**src/rtl/mdio_slave_pkg.sv**
```systemverilog
package mdio_slave_pkg;

  typedef enum logic [2:0] {
    FS_PRE,
    FS_START,
    FS_OP,
    FS_ADDR,
    FS_TURN,
    FS_DATA
  } frame_state_t;

  localparam int unsigned REG_AW = 5;

  localparam logic [1:0] OPC_READ  = 2'b10;
  localparam logic [1:0] OPC_WRITE = 2'b01;

  localparam logic [REG_AW-1:0] RA_CTRL = 5'd0;
  localparam logic [REG_AW-1:0] RA_STAT = 5'd1;
  localparam logic [REG_AW-1:0] RA_IDHI = 5'd2;
  localparam logic [REG_AW-1:0] RA_IDLO = 5'd3;
  localparam logic [REG_AW-1:0] RA_ADV  = 5'd4;
  localparam logic [REG_AW-1:0] RA_LPA  = 5'd5;
  localparam logic [REG_AW-1:0] RA_EXP  = 5'd6;
  localparam logic [REG_AW-1:0] RA_VSTS = 5'd16;
  localparam logic [REG_AW-1:0] RA_VCTL = 5'd17;

  localparam int unsigned CB_SRST  = 15;
  localparam int unsigned CB_LOOP  = 14;
  localparam int unsigned CB_SPEED = 13;
  localparam int unsigned CB_ANEN  = 12;
  localparam int unsigned CB_PDN   = 11;
  localparam int unsigned CB_ISO   = 10;
  localparam int unsigned CB_DUP   = 8;

  localparam logic [15:0] CTRL_DEF   = 16'h3000;
  localparam logic [15:0] CTRL_WMASK = 16'h7D00;
  localparam logic [15:0] ADV_DEF    = 16'h01E1;
  localparam logic [15:0] ADV_WMASK  = 16'hFFE0;
  localparam logic [15:0] STAT_FIXED = 16'h7809;

endpackage

```
**src/rtl/mdio_sampler.sv**
```systemverilog
module mdio_sampler #(
  parameter int unsigned SYNC_STAGES = 2
) (
  input  logic clk,
  input  logic rst,
  input  logic mdc,
  input  logic mdio_i,
  output logic bit_stb,
  output logic bit_val
);
  logic [SYNC_STAGES:0]   mdc_sh;
  logic [SYNC_STAGES-1:0] dat_sh;
  logic                   mdc_rise;

  assign mdc_rise = mdc_sh[SYNC_STAGES-1] & ~mdc_sh[SYNC_STAGES];

  always_ff @(posedge clk) begin
    if (rst) begin
      mdc_sh  <= '0;
      dat_sh  <= '1;
      bit_stb <= 1'b0;
      bit_val <= 1'b1;
    end else begin
      mdc_sh  <= {mdc_sh[SYNC_STAGES-1:0], mdc};
      dat_sh  <= {dat_sh[SYNC_STAGES-2:0], mdio_i};
      bit_stb <= mdc_rise;
      bit_val <= dat_sh[SYNC_STAGES-1];
    end
  end
endmodule

```
**src/rtl/mdio_frame_engine.sv**
```systemverilog
module mdio_frame_engine
  import mdio_slave_pkg::*;
#(
  parameter int unsigned DATA_W            = 16,
  parameter int unsigned PRE_LEN           = 32,
  parameter int unsigned ADAPTER_ADDR_BITS = 2
) (
  input  logic                clk,
  input  logic                rst,
  input  logic                bit_stb,
  input  logic                bit_val,
  input  logic                pre_sup,
  input  logic                repeater_mode,
  input  logic [REG_AW-1:0]   phy_strap,
  input  logic [DATA_W-1:0]   rd_data,
  output logic                rd_req,
  output logic                wr_req,
  output logic [REG_AW-1:0]   reg_addr,
  output logic [DATA_W-1:0]   wr_data,
  output logic                mdio_o,
  output logic                mdio_oe
);
  localparam int unsigned CNT_W  = $clog2(DATA_W);
  localparam int unsigned ONES_W = $clog2(PRE_LEN + 1);
  localparam int unsigned HDR_W  = 2 * REG_AW;
  localparam logic [REG_AW-1:0] AMASK = REG_AW'((1 << ADAPTER_ADDR_BITS) - 1);

  frame_state_t        st;
  logic [CNT_W-1:0]    cnt;
  logic [ONES_W-1:0]   ones;
  logic [1:0]          opc;
  logic [HDR_W-1:0]    hdr_sh;
  logic [HDR_W-1:0]    hdr_next;
  logic [DATA_W-1:0]   data_sh;
  logic                reading;
  logic                writing;
  logic                pa_hit;

  assign hdr_next = {hdr_sh[HDR_W-2:0], bit_val};

  always_comb begin
    if (repeater_mode) pa_hit = (hdr_next[HDR_W-1:REG_AW] == phy_strap);
    else               pa_hit = (hdr_next[HDR_W-1:REG_AW] == (phy_strap & AMASK));
  end

  always_ff @(posedge clk) begin
    if (rst) begin
      st       <= FS_PRE;
      cnt      <= '0;
      ones     <= '0;
      opc      <= '0;
      hdr_sh   <= '0;
      data_sh  <= '0;
      reading  <= 1'b0;
      writing  <= 1'b0;
      rd_req   <= 1'b0;
      wr_req   <= 1'b0;
      reg_addr <= '0;
      wr_data  <= '0;
      mdio_o   <= 1'b1;
      mdio_oe  <= 1'b0;
    end else begin
      rd_req <= 1'b0;
      wr_req <= 1'b0;
      if (bit_stb) begin
        unique case (st)
          FS_PRE: begin
            if (bit_val) begin
              if (ones != ONES_W'(PRE_LEN)) ones <= ones + 1'b1;
            end else begin
              if (pre_sup || ones == ONES_W'(PRE_LEN)) st <= FS_START;
              ones <= '0;
            end
          end
          FS_START: begin
            cnt <= '0;
            st  <= bit_val ? FS_OP : FS_PRE;
          end
          FS_OP: begin
            opc <= {opc[0], bit_val};
            if (cnt == CNT_W'(1)) begin
              st  <= FS_ADDR;
              cnt <= '0;
            end else begin
              cnt <= cnt + 1'b1;
            end
          end
          FS_ADDR: begin
            hdr_sh <= hdr_next;
            if (cnt == CNT_W'(HDR_W - 1)) begin
              reg_addr <= hdr_next[REG_AW-1:0];
              reading  <= pa_hit && (opc == OPC_READ);
              writing  <= pa_hit && (opc == OPC_WRITE);
              rd_req   <= pa_hit && (opc == OPC_READ);
              st       <= FS_TURN;
              cnt      <= '0;
            end else begin
              cnt <= cnt + 1'b1;
            end
          end
          FS_TURN: begin
            if (cnt == '0) begin
              cnt <= CNT_W'(1);
              if (reading) begin
                mdio_oe <= 1'b1;
                mdio_o  <= 1'b0;
              end
            end else begin
              cnt     <= '0;
              st      <= FS_DATA;
              data_sh <= {rd_data[DATA_W-2:0], 1'b0};
              if (reading) mdio_o <= rd_data[DATA_W-1];
            end
          end
          FS_DATA: begin
            if (reading) begin
              mdio_o  <= data_sh[DATA_W-1];
              data_sh <= {data_sh[DATA_W-2:0], 1'b0};
            end else begin
              data_sh <= {data_sh[DATA_W-2:0], bit_val};
            end
            if (cnt == CNT_W'(DATA_W - 1)) begin
              st   <= FS_PRE;
              ones <= '0;
              cnt  <= '0;
              if (reading) begin
                mdio_oe <= 1'b0;
                mdio_o  <= 1'b1;
              end
              if (writing) begin
                wr_req  <= 1'b1;
                wr_data <= {data_sh[DATA_W-2:0], bit_val};
              end
              reading <= 1'b0;
              writing <= 1'b0;
            end else begin
              cnt <= cnt + 1'b1;
            end
          end
          default: st <= FS_PRE;
        endcase
      end
    end
  end
endmodule

```
**src/rtl/mdio_err_counter.sv**
```systemverilog
module mdio_err_counter #(
  parameter int unsigned CNT_W = 16
) (
  input  logic             clk,
  input  logic             rst,
  input  logic             inc,
  input  logic             clr,
  output logic [CNT_W-1:0] q
);
  localparam logic [CNT_W-1:0] CNT_MAX = '1;

  always_ff @(posedge clk) begin
    if (rst)                      q <= '0;
    else if (clr)                 q <= inc ? CNT_W'(1) : '0;
    else if (inc && q != CNT_MAX) q <= q + 1'b1;
  end
endmodule

```
**src/rtl/mdio_regfile.sv**
```systemverilog
module mdio_regfile
  import mdio_slave_pkg::*;
#(
  parameter int unsigned DATA_W      = 16,
  parameter int unsigned N_CNT       = 6,
  parameter int unsigned CNT_BASE    = 20,
  parameter int unsigned SRST_CYCLES = 16,
  parameter logic [15:0] ID_HI       = 16'h0A5C,
  parameter logic [15:0] ID_LO       = 16'h7301
) (
  input  logic                clk,
  input  logic                rst,
  input  logic                rd_req,
  input  logic                wr_req,
  input  logic [REG_AW-1:0]   addr,
  input  logic [DATA_W-1:0]   wr_data,
  output logic [DATA_W-1:0]   rd_data,
  input  logic                link_up,
  input  logic                an_complete,
  input  logic [15:0]         lp_ability,
  input  logic                lp_an_able,
  input  logic [N_CNT-1:0]    err_evt,
  output logic                pre_sup,
  output logic                ctl_soft_reset,
  output logic                ctl_loopback,
  output logic                ctl_speed100,
  output logic                ctl_an_enable,
  output logic                ctl_power_down,
  output logic                ctl_isolate,
  output logic                ctl_full_duplex
);
  localparam int unsigned SRST_W = $clog2(SRST_CYCLES + 1);

  logic [15:0]       ctrl_q;
  logic [15:0]       adv_q;
  logic              sup_q;
  logic              srst_active;
  logic [SRST_W-1:0] srst_cnt;
  logic [DATA_W-1:0] cnt_q [N_CNT];
  logic [DATA_W-1:0] rd_mux;

  genvar gi;
  generate
    for (gi = 0; gi < N_CNT; gi++) begin : g_cnt
      logic clr_i;
      assign clr_i = rd_req && (addr == REG_AW'(CNT_BASE + gi));
      mdio_err_counter #(.CNT_W(DATA_W)) u_cnt (
        .clk (clk),
        .rst (rst),
        .inc (err_evt[gi]),
        .clr (clr_i),
        .q   (cnt_q[gi])
      );
    end
  endgenerate

  always_ff @(posedge clk) begin
    if (rst) begin
      ctrl_q      <= CTRL_DEF;
      adv_q       <= ADV_DEF;
      sup_q       <= 1'b0;
      srst_active <= 1'b0;
      srst_cnt    <= '0;
    end else begin
      if (srst_active) begin
        ctrl_q <= CTRL_DEF;
        adv_q  <= ADV_DEF;
        if (srst_cnt == '0) srst_active <= 1'b0;
        else                srst_cnt    <= srst_cnt - 1'b1;
      end else if (wr_req) begin
        if (addr == RA_CTRL) begin
          if (wr_data[CB_SRST]) begin
            srst_active <= 1'b1;
            srst_cnt    <= SRST_W'(SRST_CYCLES - 1);
            ctrl_q      <= CTRL_DEF;
            adv_q       <= ADV_DEF;
          end else begin
            ctrl_q <= wr_data[15:0] & CTRL_WMASK;
          end
        end
        if (addr == RA_ADV)
          adv_q <= (wr_data[15:0] & ADV_WMASK) | (ADV_DEF & ~ADV_WMASK);
      end
      if (wr_req && addr == RA_VCTL) sup_q <= wr_data[0];
    end
  end

  always_comb begin
    rd_mux = '0;
    case (addr)
      RA_CTRL: rd_mux = {srst_active, ctrl_q[14:0]};
      RA_STAT: begin
        rd_mux    = STAT_FIXED;
        rd_mux[2] = link_up;
        rd_mux[5] = an_complete;
        rd_mux[6] = sup_q;
      end
      RA_IDHI: rd_mux = ID_HI;
      RA_IDLO: rd_mux = ID_LO;
      RA_ADV:  rd_mux = adv_q;
      RA_LPA:  rd_mux = lp_ability;
      RA_EXP:  rd_mux = {{(DATA_W-1){1'b0}}, lp_an_able};
      RA_VSTS: rd_mux = {{(DATA_W-2){1'b0}}, link_up, an_complete};
      RA_VCTL: rd_mux = {{(DATA_W-1){1'b0}}, sup_q};
      default: rd_mux = '0;
    endcase
    for (int i = 0; i < int'(N_CNT); i++) begin
      if (addr == REG_AW'(CNT_BASE + i)) rd_mux = cnt_q[i];
    end
  end

  always_ff @(posedge clk) begin
    if (rst)         rd_data <= '0;
    else if (rd_req) rd_data <= rd_mux;
  end

  assign pre_sup         = sup_q;
  assign ctl_soft_reset  = srst_active;
  assign ctl_loopback    = ctrl_q[CB_LOOP];
  assign ctl_speed100    = ctrl_q[CB_SPEED];
  assign ctl_an_enable   = ctrl_q[CB_ANEN];
  assign ctl_power_down  = ctrl_q[CB_PDN];
  assign ctl_isolate     = ctrl_q[CB_ISO];
  assign ctl_full_duplex = ctrl_q[CB_DUP];
endmodule

```
**src/rtl/mdio_mgmt_slave.sv**
```systemverilog
module mdio_mgmt_slave
  import mdio_slave_pkg::*;
#(
  parameter int unsigned DATA_W            = 16,
  parameter int unsigned PRE_LEN           = 32,
  parameter int unsigned ADAPTER_ADDR_BITS = 2,
  parameter int unsigned SYNC_STAGES       = 2,
  parameter int unsigned N_CNT             = 6,
  parameter int unsigned CNT_BASE          = 20,
  parameter int unsigned SRST_CYCLES       = 16,
  parameter logic [15:0] ID_HI             = 16'h0A5C,
  parameter logic [15:0] ID_LO             = 16'h7301
) (
  input  logic              clk,
  input  logic              rst,
  input  logic              mdc,
  input  logic              mdio_i,
  output logic              mdio_o,
  output logic              mdio_oe,
  input  logic              repeater_mode,
  input  logic [4:0]        phy_addr_strap,
  input  logic              link_up,
  input  logic              an_complete,
  input  logic [15:0]       lp_ability,
  input  logic              lp_an_able,
  input  logic [N_CNT-1:0]  err_evt,
  output logic              ctl_soft_reset,
  output logic              ctl_loopback,
  output logic              ctl_speed100,
  output logic              ctl_an_enable,
  output logic              ctl_power_down,
  output logic              ctl_isolate,
  output logic              ctl_full_duplex
);
  logic              bit_stb;
  logic              bit_val;
  logic              pre_sup;
  logic              rd_req;
  logic              wr_req;
  logic [REG_AW-1:0] reg_addr;
  logic [DATA_W-1:0] wr_data;
  logic [DATA_W-1:0] rd_data;

  mdio_sampler #(.SYNC_STAGES(SYNC_STAGES)) u_smp (
    .clk     (clk),
    .rst     (rst),
    .mdc     (mdc),
    .mdio_i  (mdio_i),
    .bit_stb (bit_stb),
    .bit_val (bit_val)
  );

  mdio_frame_engine #(
    .DATA_W            (DATA_W),
    .PRE_LEN           (PRE_LEN),
    .ADAPTER_ADDR_BITS (ADAPTER_ADDR_BITS)
  ) u_eng (
    .clk           (clk),
    .rst           (rst),
    .bit_stb       (bit_stb),
    .bit_val       (bit_val),
    .pre_sup       (pre_sup),
    .repeater_mode (repeater_mode),
    .phy_strap     (phy_addr_strap),
    .rd_data       (rd_data),
    .rd_req        (rd_req),
    .wr_req        (wr_req),
    .reg_addr      (reg_addr),
    .wr_data       (wr_data),
    .mdio_o        (mdio_o),
    .mdio_oe       (mdio_oe)
  );

  mdio_regfile #(
    .DATA_W      (DATA_W),
    .N_CNT       (N_CNT),
    .CNT_BASE    (CNT_BASE),
    .SRST_CYCLES (SRST_CYCLES),
    .ID_HI       (ID_HI),
    .ID_LO       (ID_LO)
  ) u_regs (
    .clk             (clk),
    .rst             (rst),
    .rd_req          (rd_req),
    .wr_req          (wr_req),
    .addr            (reg_addr),
    .wr_data         (wr_data),
    .rd_data         (rd_data),
    .link_up         (link_up),
    .an_complete     (an_complete),
    .lp_ability      (lp_ability),
    .lp_an_able      (lp_an_able),
    .err_evt         (err_evt),
    .pre_sup         (pre_sup),
    .ctl_soft_reset  (ctl_soft_reset),
    .ctl_loopback    (ctl_loopback),
    .ctl_speed100    (ctl_speed100),
    .ctl_an_enable   (ctl_an_enable),
    .ctl_power_down  (ctl_power_down),
    .ctl_isolate     (ctl_isolate),
    .ctl_full_duplex (ctl_full_duplex)
  );
endmodule

```
**config.mk**
```make
export PLATFORM = sky130hd
export DESIGN_NAME = mdio_mgmt_slave
export DESIGN_NICKNAME = d
export VERILOG_FILES = /design/src/rtl/mdio_slave_pkg.sv /design/src/rtl/mdio_sampler.sv /design/src/rtl/mdio_frame_engine.sv /design/src/rtl/mdio_err_counter.sv /design/src/rtl/mdio_regfile.sv /design/src/rtl/mdio_mgmt_slave.sv
export SDC_FILE = /design/constraint.sdc
export NUM_CORES = 1
export LEC_CHECK = 0
export ABC_AREA = 1
export ABC_CLOCK_PERIOD_IN_PS = 2470
export BUFFER_PORTS_ARGS = -buffer_cell sky130_fd_sc_hd__clkbuf_2
export CORE_ASPECT_RATIO = 0.9
export CORE_MARGIN = 4
export CORE_UTILIZATION = 50
export CTS_CLUSTER_SIZE = 30
export DETAILED_ROUTE_END_ITERATION = 10
export GPL_ROUTABILITY_DRIVEN = 0
export GPL_TIMING_DRIVEN = 1
export PLACE_DENSITY = 0.67
export SLEW_MARGIN = 30
export SYNTH_ARGS = -nofsm -noshare
export SYNTH_HDL_FRONTEND = slang
export SYNTH_SLANG_ARGS = --single-unit
```
**constraint.sdc**
```tcl
create_clock -name clk -period 2.47 [get_ports clk]
set_input_delay 0.3705 -clock clk [delete_from_list [all_inputs] [get_ports clk]]
set_output_delay 0.3705 -clock clk [all_outputs]
set_load 0.02 [all_outputs]
```
After elaboration in Yosys (flattened, before gate mapping)
Cells that the tools add are included.
Operators by class
  bitwise gates (word level): 7
  multiplexer cells: 77
  reduce and logical (&&, ||, !) cells: 52
  equality and inequality tests: 45
  add/sub/neg operators: 9
Operator list (count)
  16-bit 2-to-1 mux: 22
  16-bit one-hot mux with 9 select lines: 1
  16-bit by 1-bit adder with 16-bit output (second input constant): 6
  16-bit != test (second input constant): 6
  5-bit == test (second input constant): 8
  16-bit one-hot mux with 2 select lines: 1
  2-bit nonzero test: 14
  1-bit 2-to-1 mux: 27
  5-bit 2-to-1 mux: 5
  4-bit one-hot mux with 5 select lines: 1
  3-bit 2-to-1 mux: 6
  6-bit 2-to-1 mux: 3
  3-bit one-hot mux with 6 select lines: 1
  4-bit AND reduction: 4
  5-bit by 3-bit == test with 1-bit output (second input constant): 3
  1-bit logical AND: 15
  15-bit 2-to-1 mux: 1
  2-bit by 1-bit != test with 1-bit output (second input constant): 7
  4-bit 2-to-1 mux: 3
  6-bit one-hot mux with 2 select lines: 1
  3-bit AND reduction: 4
  5-bit by 2-bit == test with 1-bit output (second input constant): 2
  5-bit zero test: 2
  4-bit == test (second input constant): 2
  29 further kinds: 45
Word-level totals
  flip-flop bits (word level): 224
  bits of input ports: 35

Logic depth before layout (Yosys ltp)
Gate-level depths: netlist of run 1.
  word-level depth: 8
  mapped depth: 14
  gate-level depth less buffers: 14

Cells and area by module
From an unflattened synthesis of run 1, not the netlist that was laid out.
Unflattened totals
  cell total of the unflattened synthesis: 1955
  area, all modules: 12504.5 µm²
Modules (own cells, without submodules)
  mdio_err_counter: sequential area each 320.3 µm², cells an instance 161, times used 6, area an instance 1009.7 µm²
  mdio_frame_engine: sequential area each 1341.3 µm², cells an instance 479, times used 1, area an instance 3196.8 µm²
  mdio_regfile: sequential area each 800.8 µm², cells an instance 492, times used 1, area an instance 3060.4 µm²
  mdio_sampler: sequential area each 140.1 µm², cells an instance 18, times used 1, area an instance 188.9 µm²

Worst setup path after synthesis of run 1
OpenSTA, ideal clock, no wires.
  path kind: reg-to-reg
  start: register u_regs.g_cnt[1].u_cnt.q[0]
  end: register u_regs.g_cnt[1].u_cnt.q[3]
  data required time: 2.352 ns
  cell stages (with the launch flop): 11
  setup slack: 0.729 ns
  path buffers: 0
  setup time: 0.118 ns
  data arrival time: 1.623 ns
  path through: dfxtp_1 > ha_1 > nand2_1 > nor3_2 > nand2_1 > o21ai_4 > nand2_4 > inv_2 > nor2_1 > o21ai_1 > nor2_1
Between the ends
  cells in the longest elaborated chain, start to end: 3
  elaborated cells on any way between the ends: 6
  those cells by class: 1 x add/sub; 1 x eq/ne; 2 x mux; 2 x reduce/logical
RTL lines
  start, declared: line mdio_err_counter.sv:8  | output logic [CNT_W-1:0] q
  start signal, assigned: line mdio_err_counter.sv:14  | else if (clr) q <= inc ? CNT_W'(1) : '0;
  start signal, assigned: line mdio_err_counter.sv:15  | else if (inc && q != CNT_MAX) q <= q + 1'b1;
  16-bit by 1-bit adder with 16-bit output / 16-bit != test (equally long branches): line mdio_err_counter.sv:15
  16-bit 2-to-1 mux / 1-bit logical AND (equally long branches): line mdio_err_counter.sv:15
  16-bit 2-to-1 mux / 2-bit nonzero test (equally long branches)
Several ways; a longest one is shown, not always the timed one. The select of a mux whose other input is x is not followed.
A chain may end at the register's enable or synchronous reset.

Worst setup path after layout of run 1
  start: register u_regs.g_cnt[4].u_cnt.q[1]
  end: register u_regs.g_cnt[4].u_cnt.q[10]
Between the ends
  cells in the longest elaborated chain, start to end: 3
  elaborated cells on any way between the ends: 6
  those cells by class: 1 x add/sub; 1 x eq/ne; 2 x mux; 2 x reduce/logical
RTL lines (line)
  start, declared: mdio_err_counter.sv:8
  start signal, assigned: mdio_err_counter.sv:14
  start signal, assigned: mdio_err_counter.sv:15
  16-bit by 1-bit adder with 16-bit output / 16-bit != test (equally long branches): mdio_err_counter.sv:15
  16-bit 2-to-1 mux / 1-bit logical AND (equally long branches): mdio_err_counter.sv:15
  16-bit 2-to-1 mux / 2-bit nonzero test (equally long branches)
Several ways; a longest one is shown, not always the timed one. The select of a mux whose other input is x is not followed.

==> metrics.txt, run 1 <==
# TYPE chip_impl_metric gauge
chip_impl_metric{name="antenna_left",unit=""} 0
chip_impl_metric{name="gr-total-overflow",unit=""} 0
chip_impl_metric{name="maxClockFrequency",unit="GHz"} 0.470
chip_impl_metric{name="basic_gate_share_of_the_synthesized_area_counting_and_or_nand_and_nor_cells",unit=""} 0.335
chip_impl_info{name="busiest_layer",value="met2"} 1
chip_impl_metric{name="crit_arrival",unit="ns"} 2.52
chip_impl_metric{name="global_route_met2_utilization",unit=""} 0.374
chip_impl_info{name="hold-path-endpoint",value="u_smp.dat_sh[0]"} 1
chip_impl_metric{name="layout_cells_sized_above_1",unit=""} 0.0954
chip_impl_metric{name="synth-xor-area-share",unit=""} 0.0107
chip_impl_metric{name="final.min_clock_period",unit="ns"} 2.13
chip_impl_metric{name="r2r.worst_path.cells",unit=""} 11
chip_impl_info{name="timing_worst_setup_path_type",value="flop to flop"} 1
chip_impl_metric{name="synth_compound_area_frac",unit=""} 0.162
chip_impl_metric{name="cell_internal_pwr",unit="mW"} 5.84
chip_impl_metric{name="critPathMaxFanout",unit=""} 10
chip_impl_metric{name="cellPowerDensity",unit="nW/um2"} 615
chip_impl_info{name="postSynth.topFlopCell",value="sky130_fd_sc_hd__dfxtp_1"} 1
chip_impl_metric{name="place.port_buffers",unit=""} 43
chip_impl_metric{name="design.final.nets",unit=""} 1708
chip_impl_metric{name="floorplan_die_area",unit="um2"} 23800
chip_impl_info{name="critical_path.endpoint_type",value="flop"} 1
chip_impl_metric{name="sequential_fraction_of_the_synthesis_area",unit=""} 0.386
chip_impl_metric{name="route.detailed.vias_per_inst",unit=""} 5.51
chip_impl_metric{name="p_switching",unit="mW"} 1.59
chip_impl_metric{name="power.leakage",unit="nW"} 4.65
chip_impl_metric{name="synth_area_per_cell",unit="um2"} 6.60
chip_impl_info{name="rr_startpoint",value="u_regs.g_cnt[4].u_cnt.q[1]"} 1
chip_impl_metric{name="timing.slew.headroom",unit=""} 0.571
chip_impl_metric{name="postCtsSetupRepairBufs",unit=""} 0
chip_impl_metric{name="count_of_mapped_cells_out_of_synthesis",unit=""} 1619
chip_impl_metric{name="grt_util_met1",unit=""} 0.366
chip_impl_info{name="critPathMostFrequentCell",value="sky130_fd_sc_hd__nand2_1"} 1
chip_impl_metric{name="global_route_wire_length_before_repair",unit="um"} 49000
chip_impl_metric{name="drv_slew",unit=""} 0
chip_impl_metric{name="power.switching_fraction",unit=""} 0.214
chip_impl_metric{name="number_of_cts_inserted_buffers",unit=""} 24
chip_impl_metric{name="placeableCoreArea",unit="um2"} 20900
chip_impl_metric{name="drc_errors",unit=""} 0
chip_impl_metric{name="synth_enable_flop_cells",unit=""} 0
chip_impl_metric{name="cts_buffer_depth",unit=""} 3
chip_impl_metric{name="cts_repair_resize_count",unit=""} 0
chip_impl_metric{name="via_count_of_the_first_global_routing_pass",unit=""} 9743
chip_impl_info{name="cts_root_buffer",value="sky130_fd_sc_hd__clkbuf_16"} 1
chip_impl_metric{name="worst_path_largest_cell_delay",unit="ns"} 0.42
chip_impl_metric{name="finalSetupViolCount",unit=""} 0
chip_impl_metric{name="synth_adder_area_share",unit=""} 0.0152
chip_impl_metric{name="insertedDiodeCount",unit=""} 0
chip_impl_metric{name="floorplan.rows",unit=""} 50
chip_impl_metric{name="hold_critical_path_depth",unit=""} 2
chip_impl_metric{name="antenna_found_initial",unit=""} 0
chip_impl_metric{name="boundaryPins",unit=""} 44
chip_impl_info{name="cell_chain_of_the_critical_path",value="ha_1 > nand2_1 > nor2_1 > nand2_1 > nor2_1 > nand4_1 > nand2_1 > nand2_1 > buf_4 > a21oi_1 > nor3_1"} 1
chip_impl_metric{name="syn_to_final_growth",unit="%"} 13.0
chip_impl_info{name="rsz_0062_raised_after_global_routing",value="no"} 1
chip_impl_metric{name="stdcell_area",unit="um2"} 12100
chip_impl_metric{name="cts.reportedPaths.clkPinSlew",unit="ns"} 0.06
chip_impl_metric{name="critical_path_required",unit="ns"} 2.86
chip_impl_metric{name="reg2reg_slack",unit="ns"} 0.34
chip_impl_metric{name="yosys_warnings",unit=""} 0
chip_impl_info{name="start_kind",value="flop"} 1
chip_impl_info{name="cts_tree",value="yes"} 1
chip_impl_metric{name="starting_density_of_the_core",unit=""} 0.511
chip_impl_metric{name="global_route.usage.met3",unit=""} 0.0381
chip_impl_info{name="timing.hold.worst.class",value="primary input to flop"} 1
chip_impl_metric{name="dieHeight",unit="um"} 147
chip_impl_metric{name="drt_pass1_iterations",unit=""} 6
chip_impl_metric{name="cts_hold_repair.buffers",unit=""} 0
chip_impl_metric{name="finalHoldViolCount",unit=""} 0
chip_impl_metric{name="nFillCells",unit=""} 2072
chip_impl_metric{name="timing_worst_slew_pin_value",unit="ns"} 0.641
chip_impl_info{name="dominant_combinational_cell_family_by_area_after_synthesis",value="simple AND/OR/NAND/NOR gates"} 1
chip_impl_metric{name="syn-cell-area",unit="um2"} 10700
chip_impl_metric{name="multiplexer_share_of_the_synthesized_area",unit=""} 0
chip_impl_metric{name="hpwlAfterDp",unit="um"} 22200
chip_impl_metric{name="area.sequential",unit="um2"} 4120
chip_impl_metric{name="multi_input_comb_area",unit="um2"} 5580
chip_impl_metric{name="syn-num-nets",unit=""} 1667
chip_impl_metric{name="finalWirelength",unit="um"} 29800
chip_impl_metric{name="post_route_clock_period_utilization",unit=""} 0.862
chip_impl_metric{name="ir_drop",unit="mV"} 0.500
chip_impl_metric{name="cts-htree-levels",unit=""} 1
chip_impl_metric{name="worst_skew_pair.late_latency",unit="ns"} 0.52
chip_impl_metric{name="placedInstanceArea",unit="um2"} 11200
chip_impl_metric{name="setup_tns",unit="ns"} 0
chip_impl_metric{name="vias",unit=""} 10800
chip_impl_info{name="status",value="completed"} 1
chip_impl_metric{name="clkSinkCount",unit=""} 206
chip_impl_metric{name="yosysUniqueCellTypes",unit=""} 43
chip_impl_metric{name="critical_path.n_buffers_inverters",unit=""} 1
chip_impl_metric{name="grt_max_degree",unit=""} 53
chip_impl_metric{name="postSynth.asyncResetShare",unit=""} 0
chip_impl_metric{name="worst_clock_skew",unit="ns"} 0.0157
chip_impl_info{name="regToRegEndpoint",value="u_regs.g_cnt[4].u_cnt.q[10]"} 1
chip_impl_metric{name="fraction_of_power_consumed_by_sequential_logic",unit=""} 0.454
chip_impl_info{name="cp_slowest_cell",value="sky130_fd_sc_hd__dfxtp_1"} 1
chip_impl_metric{name="drt-initial-drc-count",unit=""} 1216
chip_impl_metric{name="wl_per_cell",unit="um"} 15.2
chip_impl_metric{name="clock_power_share",unit=""} 0.513
chip_impl_metric{name="pwr-share-comb",unit=""} 0.034
chip_impl_metric{name="gr-usage-all-layers",unit=""} 0.246
chip_impl_metric{name="maxCapViolCount",unit=""} 0
chip_impl_info{name="worst_min_delay_path_startpoint",value="mdio_i"} 1
chip_impl_info{name="cp_top_family",value="simple AND/OR/NAND/NOR gates"} 1
chip_impl_metric{name="die_width",unit="um"} 162
chip_impl_metric{name="synth.ff_latch_count",unit=""} 206
## final cells by class
class	count	share of cell area
multi-input cells	1156	0.462
flip-flops and latches	206	0.341
inverters	210	0.0653
clock buffers	35	0.0590
repair buffers	62	0.0307
well taps	286	0.0296
clock inverters	8	0.0119
## worst max path at each step
| stage | depth (start not counted) | slack (ns) | end | startpoint |
|---|---|---|---|---|
| 6_report | 11 | 0.34 | u_regs.g_cnt[4].u_cnt.q[10] | u_regs.g_cnt[4].u_cnt.q[1] |
| 5_1_grt | 9 | 0.12 | u_eng.ones[5] | u_eng.cnt[0] |
| 4_1_cts | 11 | 0.40 | u_regs.g_cnt[4].u_cnt.q[10] | u_regs.g_cnt[4].u_cnt.q[1] |
| 3_5_place_dp | 11 | 0.43 | u_regs.g_cnt[4].u_cnt.q[8] | u_regs.g_cnt[4].u_cnt.q[1] |
| 3_3_place_gp | 11 | 0.40 | u_regs.g_cnt[4].u_cnt.q[7] | u_regs.g_cnt[4].u_cnt.q[1] |
| 2_1_floorplan | 10 | 0.73 | u_regs.g_cnt[1].u_cnt.q[3] | u_regs.g_cnt[1].u_cnt.q[0] |
## metal layers
layer / routed length (um) / up-vias / part of all wire
met1: 14000 / 4940 / 0.47
li1: - / 5432 / -
met5: 0 / - / 0
met4: 646 / 0 / 0.022
met2: 12800 / 383 / 0.43
met3: 2400 / 52 / 0.081
## sequential cells by signal, summed over array words and instances, names as in the netlist, 2 cells and up, named ones only
register / cells
u_regs.g_cnt.u_cnt.q: 96
u_smp.mdc_sh: 3
u_eng.cnt: 4
u_smp.dat_sh: 2
u_eng.wr_data: 12
u_eng.st: 3
u_regs.ctrl_q: 6
u_eng.opc: 2
u_regs.adv_q: 11
u_eng.reg_addr: 5
u_eng.data_sh: 16
u_regs.rd_data: 16
u_regs.srst_cnt: 5
u_eng.ones: 6
u_eng.hdr_sh: 9
## layout by cell type, fill, tap and decap left out, types with 4 or more instances in the layout
master and count:
sky130_fd_sc_hd__nand2_1 374, sky130_fd_sc_hd__dfxtp_1 206, sky130_fd_sc_hd__inv_1 190, sky130_fd_sc_hd__nor2_1 177, sky130_fd_sc_hd__a21oi_1 148, sky130_fd_sc_hd__o21ai_0 111
sky130_fd_sc_hd__nand3_1 98, sky130_fd_sc_hd__nor3_1 52, sky130_fd_sc_hd__clkbuf_2 43, sky130_fd_sc_hd__nand4_1 39, sky130_fd_sc_hd__a31oi_1 27, sky130_fd_sc_hd__clkbuf_16 25
sky130_fd_sc_hd__inv_2 19, sky130_fd_sc_hd__buf_4 18, sky130_fd_sc_hd__nor4_1 16, sky130_fd_sc_hd__xor2_1 13, sky130_fd_sc_hd__ha_1 13, sky130_fd_sc_hd__o21ai_1 12
sky130_fd_sc_hd__nor2_2 10, sky130_fd_sc_hd__nor2_4 7, sky130_fd_sc_hd__a211oi_1 6, sky130_fd_sc_hd__nand3_2 6, sky130_fd_sc_hd__nand3b_1 5, sky130_fd_sc_hd__or2_2 5
sky130_fd_sc_hd__clkbuf_8 5, sky130_fd_sc_hd__clkbuf_1 5, sky130_fd_sc_hd__nor3b_1 4, sky130_fd_sc_hd__o22ai_1 4, sky130_fd_sc_hd__nand2_2 4, sky130_fd_sc_hd__bufinv_16 4
## power by group through the flow
stage	logic [mW]	clock network (mW)	registers, mW
after floorplan	0.151	0	3.43
after CTS	0.246	3.87	3.37
after detailed placement	0.244	0	3.44
final	0.249	3.81	3.37
after global routing	0.278	4.01	3.37
after global placement	0.246	0	3.44
## cell usage after synthesis (all sizes together) (2+ instances only)
cell type    n  share of area
o21bai       3         0.0021
nand3      104          0.052
clkbuf      32          0.011
nor4        16         0.0094
nor3b        4         0.0028
o21ai      126          0.061
nand3b       5         0.0035
o21a         3         0.0021
and3         2         0.0012
or2          5         0.0029
buf         15         0.0069
nor2       194          0.075
a22oi        2         0.0014
ha          13          0.015
a211oi       6         0.0042
o211ai       2         0.0014
xor2        13          0.011
a31oi       27          0.016
nor3        56          0.029
dfxtp      206           0.39
inv        209          0.073
a21oi      148          0.069
nand2      380           0.14
nand4       39          0.023
o22ai        4         0.0023
## cell families after synthesis
group | count (synthesis)
and+or+nand+nor | 806
xor gates and xnor gates | 13
AOI/OAI and AO/OA | 324
buffers and inverters | 257
DFF | 206
adders and majority gates | 13
## metrics by stage
step                      worst slack [ns]  utilization  cells  hold slack, ns  total power [mW]
final                                0.342        0.578   1963          0.0427              7.43
after global routing                 0.121        0.578   1963          0.0361              7.65
after CTS                            0.402        0.578   1963          0.0171              7.49
after detailed placement             0.434        0.537   1920           0.386              3.69
after global placement               0.402        0.537   1920           0.377              3.69
after floorplan                      0.729            -   1619           0.373              3.59
No activity file was read; power rests on OpenSTA's default activity.
==> inputs of run 2 (changes only) <==
--- a/config.mk
+++ b/config.mk
@@ -5,8 +5,7 @@
 export SDC_FILE = /design/constraint.sdc
 export NUM_CORES = 1
 export LEC_CHECK = 0
-export ABC_AREA = 1
-export ABC_CLOCK_PERIOD_IN_PS = 2470
+export ABC_CLOCK_PERIOD_IN_PS = 2500
 export BUFFER_PORTS_ARGS = -buffer_cell sky130_fd_sc_hd__clkbuf_2
 export CORE_ASPECT_RATIO = 0.9
 export CORE_MARGIN = 4
@@ -15,6 +14,7 @@
 export DETAILED_ROUTE_END_ITERATION = 10
 export GPL_ROUTABILITY_DRIVEN = 0
 export GPL_TIMING_DRIVEN = 1
+export MAX_ROUTING_LAYER = met4
 export PLACE_DENSITY = 0.67
 export SLEW_MARGIN = 30
 export SYNTH_ARGS = -nofsm -noshare
==> constraint.sdc (replaced) <==
create_clock -name clk -period 2.5 [get_ports clk]
set_input_delay 0.375 -clock clk [delete_from_list [all_inputs] [get_ports clk]]
set_output_delay 0.375 -clock clk [all_outputs]
set_load 0.02 [all_outputs]
==> run 2 against run 1 <==
Critical path depth shrank 5. Flip-flop and latch count unchanged. Sequential share of layout area is 0.88 points lower. Via count fell by 4.6%. Cell count down 14%. Sequential power barely moved. Combinational power decreased by 10%. Wire length grew 10%. Synthesized cell count down 16%. Clock power shrank 6.6%. Global-route usage up 2.6 points. First-iteration DRC count grew 15%. Critical path type unchanged. Critical endpoint is now u_regs.rd_data[8]. Largest cell class unchanged.
==> metrics.txt, run 2 <==
# TYPE chip_impl_metric gauge
chip_impl_metric{name="ir_drop",unit="mV"} 0.515
chip_impl_metric{name="power.leakage",unit="nW"} 4.41
chip_impl_metric{name="finalSetupViolCount",unit=""} 0
chip_impl_metric{name="final.min_clock_period",unit="ns"} 2.24
chip_impl_metric{name="yosys_warnings",unit=""} 0
chip_impl_metric{name="floorplan_die_area",unit="um2"} 24700
chip_impl_metric{name="design.final.nets",unit=""} 1428
chip_impl_info{name="layout_top_registers",value="u_regs.g_cnt.u_cnt.q x96, u_eng.data_sh x16, u_regs.rd_data x16"} 1
chip_impl_info{name="cp_top_family",value="simple AND/OR/NAND/NOR gates"} 1
chip_impl_metric{name="insertedDiodeCount",unit=""} 0
chip_impl_metric{name="synth_area_per_cell",unit="um2"} 8.20
chip_impl_metric{name="antenna_found_initial",unit=""} 0
chip_impl_metric{name="synth_adder_area_share",unit=""} 0.0146
chip_impl_metric{name="area.sequential",unit="um2"} 4130
chip_impl_info{name="start_kind",value="flop"} 1
chip_impl_metric{name="boundaryPins",unit=""} 44
chip_impl_metric{name="post_route_clock_period_utilization",unit=""} 0.895
chip_impl_metric{name="multiplexer_share_of_the_synthesized_area",unit=""} 0.0285
chip_impl_metric{name="postSynth.asyncResetShare",unit=""} 0
chip_impl_metric{name="count_of_mapped_cells_out_of_synthesis",unit=""} 1356
chip_impl_metric{name="placeableCoreArea",unit="um2"} 21800
chip_impl_metric{name="basic_gate_share_of_the_synthesized_area_counting_and_or_nand_and_nor_cells",unit=""} 0.267
chip_impl_metric{name="vias",unit=""} 10300
chip_impl_metric{name="antenna_left",unit=""} 0
chip_impl_metric{name="global_route_wire_length_before_repair",unit="um"} 51900
chip_impl_metric{name="cts.reportedPaths.clkPinSlew",unit="ns"} 0.06
chip_impl_metric{name="yosysUniqueCellTypes",unit=""} 94
chip_impl_info{name="cp_slowest_cell",value="sky130_fd_sc_hd__dfxtp_1"} 1
chip_impl_metric{name="drv_slew",unit=""} 0
chip_impl_info{name="timing_worst_setup_path_type",value="flop to flop"} 1
chip_impl_metric{name="critical_path.n_buffers_inverters",unit=""} 1
chip_impl_metric{name="synth-xor-area-share",unit=""} 0.0607
chip_impl_metric{name="drt-initial-drc-count",unit=""} 1396
chip_impl_metric{name="gr-total-overflow",unit=""} 0
chip_impl_info{name="topRoutingLayerUsed",value="met4"} 1
chip_impl_metric{name="layout_cells_sized_above_1",unit=""} 0.116
chip_impl_metric{name="via_count_of_the_first_global_routing_pass",unit=""} 9229
chip_impl_metric{name="syn-cell-area",unit="um2"} 11100
chip_impl_metric{name="critical_path_required",unit="ns"} 2.88
chip_impl_metric{name="fin_total_pwr",unit="mW"} 7.12
chip_impl_info{name="timing.hold.worst.class",value="primary input to flop"} 1
chip_impl_info{name="mostFrequentLayoutCells",value="sky130_fd_sc_hd__dfxtp_1 (205), sky130_fd_sc_hd__nor2_1 (166), sky130_fd_sc_hd__nand2_1 (142)"} 1
chip_impl_metric{name="yosysTopAreaCellShare",unit=""} 0.371
chip_impl_metric{name="timing.slew.headroom",unit=""} 0.565
chip_impl_metric{name="dieHeight",unit="um"} 149
chip_impl_metric{name="largest_register_ffs",unit=""} 96
chip_impl_metric{name="clkSinkCount",unit=""} 206
chip_impl_metric{name="timing_worst_slew_pin_value",unit="ns"} 0.652
chip_impl_metric{name="number_of_cts_inserted_buffers",unit=""} 23
chip_impl_info{name="critical_path.endpoint_type",value="flop"} 1
chip_impl_info{name="cts_root_buffer",value="sky130_fd_sc_hd__clkbuf_16"} 1
chip_impl_metric{name="synth_enable_flop_cells",unit=""} 0
chip_impl_metric{name="syn_to_final_growth",unit="%"} 11.5
chip_impl_metric{name="final_worst_setup_slack",unit="ns"} 0.262
chip_impl_metric{name="place.port_buffers",unit=""} 43
chip_impl_metric{name="crit_arrival",unit="ns"} 2.62
chip_impl_info{name="yosys-top-cells-area",value="sky130_fd_sc_hd__dfxtp_1 (37%), sky130_fd_sc_hd__nor2_1 (5.6%), sky130_fd_sc_hd__nand2_1 (4.8%), sky130_fd_sc_hd__xor2_1 (3.9%), sky130_fd_sc_hd__a21oi_1 (3.5%)"} 1
chip_impl_metric{name="place_ws",unit="ns"} 0.359
chip_impl_metric{name="cts_hold_repair.buffers",unit=""} 0
chip_impl_info{name="status",value="completed"} 1
chip_impl_info{name="cts_tree",value="yes"} 1
chip_impl_metric{name="wl_met1",unit="um"} 15200
chip_impl_metric{name="wl_per_cell",unit="um"} 19.5
chip_impl_metric{name="hpwlAfterDp",unit="um"} 24200
chip_impl_metric{name="cts-htree-levels",unit=""} 1
chip_impl_info{name="rsz_0062_raised_after_global_routing",value="no"} 1
chip_impl_metric{name="maxCapViolCount",unit=""} 0
chip_impl_info{name="cell_type_with_the_highest_aggregate_area_in_the_netlist",value="sky130_fd_sc_hd__dfxtp_1"} 1
chip_impl_metric{name="die_width",unit="um"} 165
chip_impl_metric{name="grt_max_degree",unit=""} 86
chip_impl_info{name="yosys.cell_count.top_type",value="sky130_fd_sc_hd__dfxtp_1"} 1
chip_impl_metric{name="syn-num-nets",unit=""} 1404
chip_impl_metric{name="floorplan.rows",unit=""} 51
chip_impl_metric{name="worst_clock_skew",unit="ns"} 0.0189
chip_impl_metric{name="worst_path_largest_cell_delay",unit="ns"} 0.69
chip_impl_metric{name="finalWirelength",unit="um"} 32900
chip_impl_info{name="postSynth.topFlopCell",value="sky130_fd_sc_hd__dfxtp_1"} 1
chip_impl_metric{name="starting_density_of_the_core",unit=""} 0.511
chip_impl_metric{name="cellPowerDensity",unit="nW/um2"} 574
chip_impl_metric{name="critPathMaxFanout",unit=""} 19
chip_impl_info{name="layout.cells.most_common",value="sky130_fd_sc_hd__dfxtp_1"} 1
chip_impl_metric{name="sequential_fraction_of_the_synthesis_area",unit=""} 0.371
chip_impl_metric{name="maxClockFrequency",unit="GHz"} 0.447
chip_impl_metric{name="met2_length",unit="um"} 13400
chip_impl_metric{name="gr-usage-all-layers",unit=""} 0.272
chip_impl_info{name="largest_register_by_flop_count",value="u_regs.g_cnt.u_cnt.q"} 1
chip_impl_metric{name="drt_pass1_iterations",unit=""} 6
chip_impl_metric{name="multi_input_comb_area",unit="um2"} 6460
chip_impl_metric{name="cts_repair_resize_count",unit=""} 0
chip_impl_metric{name="route.detailed.vias_per_inst",unit=""} 6.12
chip_impl_metric{name="cts_buffer_depth",unit=""} 3
chip_impl_info{name="cell_chain_of_the_critical_path",value="nor2b_1 > and3_1 > buf_4 > a22o_1 > nor4_1 > o21ai_0"} 1
chip_impl_info{name="synth.top_cells.by_count",value="sky130_fd_sc_hd__dfxtp_1 (206), sky130_fd_sc_hd__nor2_1 (167), sky130_fd_sc_hd__nand2_1 (142), sky130_fd_sc_hd__a21oi_1 (78), sky130_fd_sc_hd__o21ai_0 (59)"} 1
chip_impl_metric{name="setup_tns",unit="ns"} 0
chip_impl_metric{name="drc_errors",unit=""} 0
chip_impl_metric{name="finalHoldViolCount",unit=""} 0
chip_impl_metric{name="postCtsSetupRepairBufs",unit=""} 0
chip_impl_metric{name="synth.ff_latch_count",unit=""} 206
chip_impl_metric{name="nFillCells",unit=""} 1987
chip_impl_info{name="dominant_combinational_cell_family_by_area_after_synthesis",value="simple AND/OR/NAND/NOR gates"} 1
chip_impl_metric{name="worst_skew_pair.late_latency",unit="ns"} 0.52
chip_impl_metric{name="route.met3.wl",unit="um"} 3420
chip_impl_metric{name="synth_compound_area_frac",unit=""} 0.209
==> run 2: routing by layer <==
layer	up-vias	track usage
li1	4986	-
met1	4829	0.396
met2	429	0.370
met3	65	0.0746
met4	0	0.0703
met5	-	-
==> run 2: final cells by class <==
type / instances / share of cell area
Clock buffer: 32 / 0.0548
Inverter: 25 / 0.00757
Multi-Input combinational cell: 1038 / 0.521
Tap cell: 291 / 0.0294
Clock inverter: 7 / 0.00928
Sequential cell: 206 / 0.333
Timing Repair Buffer: 86 / 0.0454
==> run 2: through the flow <==
stage | hold slack, ns | instances | utilization | instance area [um2]
finish | 0.0360 | 1685 | 0.570 | 12400
global placement | 0.372 | 1646 | 0.533 | 11600
detailed placement | 0.375 | 1646 | 0.533 | 11600
CTS | 0.0333 | 1685 | 0.570 | 12400
floorplan | 0.367 | 1356 | - | 11100
global route | 0.0329 | 1685 | 0.570 | 12400
==> run 2: path summary, 6_finish.rpt <==
check / start / endpoint / slack, ns / cells after the start
worst max register to register: u_eng.reg_addr[3] / u_regs.rd_data[8] / 0.26 / 6
worst min register to register: u_smp.mdc_sh[2] / u_smp.bit_stb / 0.39 / 1
worst min-delay path: mdio_i / u_smp.dat_sh[0] / 0.04 / 2
worst max-delay path: u_eng.reg_addr[3] / u_regs.rd_data[8] / 0.26 / 6
==> run 2: logic make-up (layout without fill, tap and decap cells) <==
family / after synthesis / in the layout
DFF: 206 / 206
buffers and inverters: 112 / 150
AOI/OAI and AO/OA: 341 / 341
adders and majority gates: 13 / 13
xor gates and xnor gates: 77 / 77
muxes: 31 / 31
and+or+nand+nor: 576 / 576
==> run 2: power by group <==
group          leakage (nW)  internal [mW]  switching [mW]
Clock                 0.387           2.19            1.36
Sequential             1.66           3.31          0.0350
Combinational          2.36         0.0836           0.140
Total                  4.41           5.58            1.54
==> run 2: worst reg2reg max path, stage by stage (launching register included) <==
cell and delay [ns]:
sky130_fd_sc_hd__dfxtp_1 0.69, sky130_fd_sc_hd__nor2b_1 0.18, sky130_fd_sc_hd__and3_1 0.25, sky130_fd_sc_hd__buf_4 0.19, sky130_fd_sc_hd__a22o_1 0.20, sky130_fd_sc_hd__nor4_1 0.43
sky130_fd_sc_hd__o21ai_0 0.16
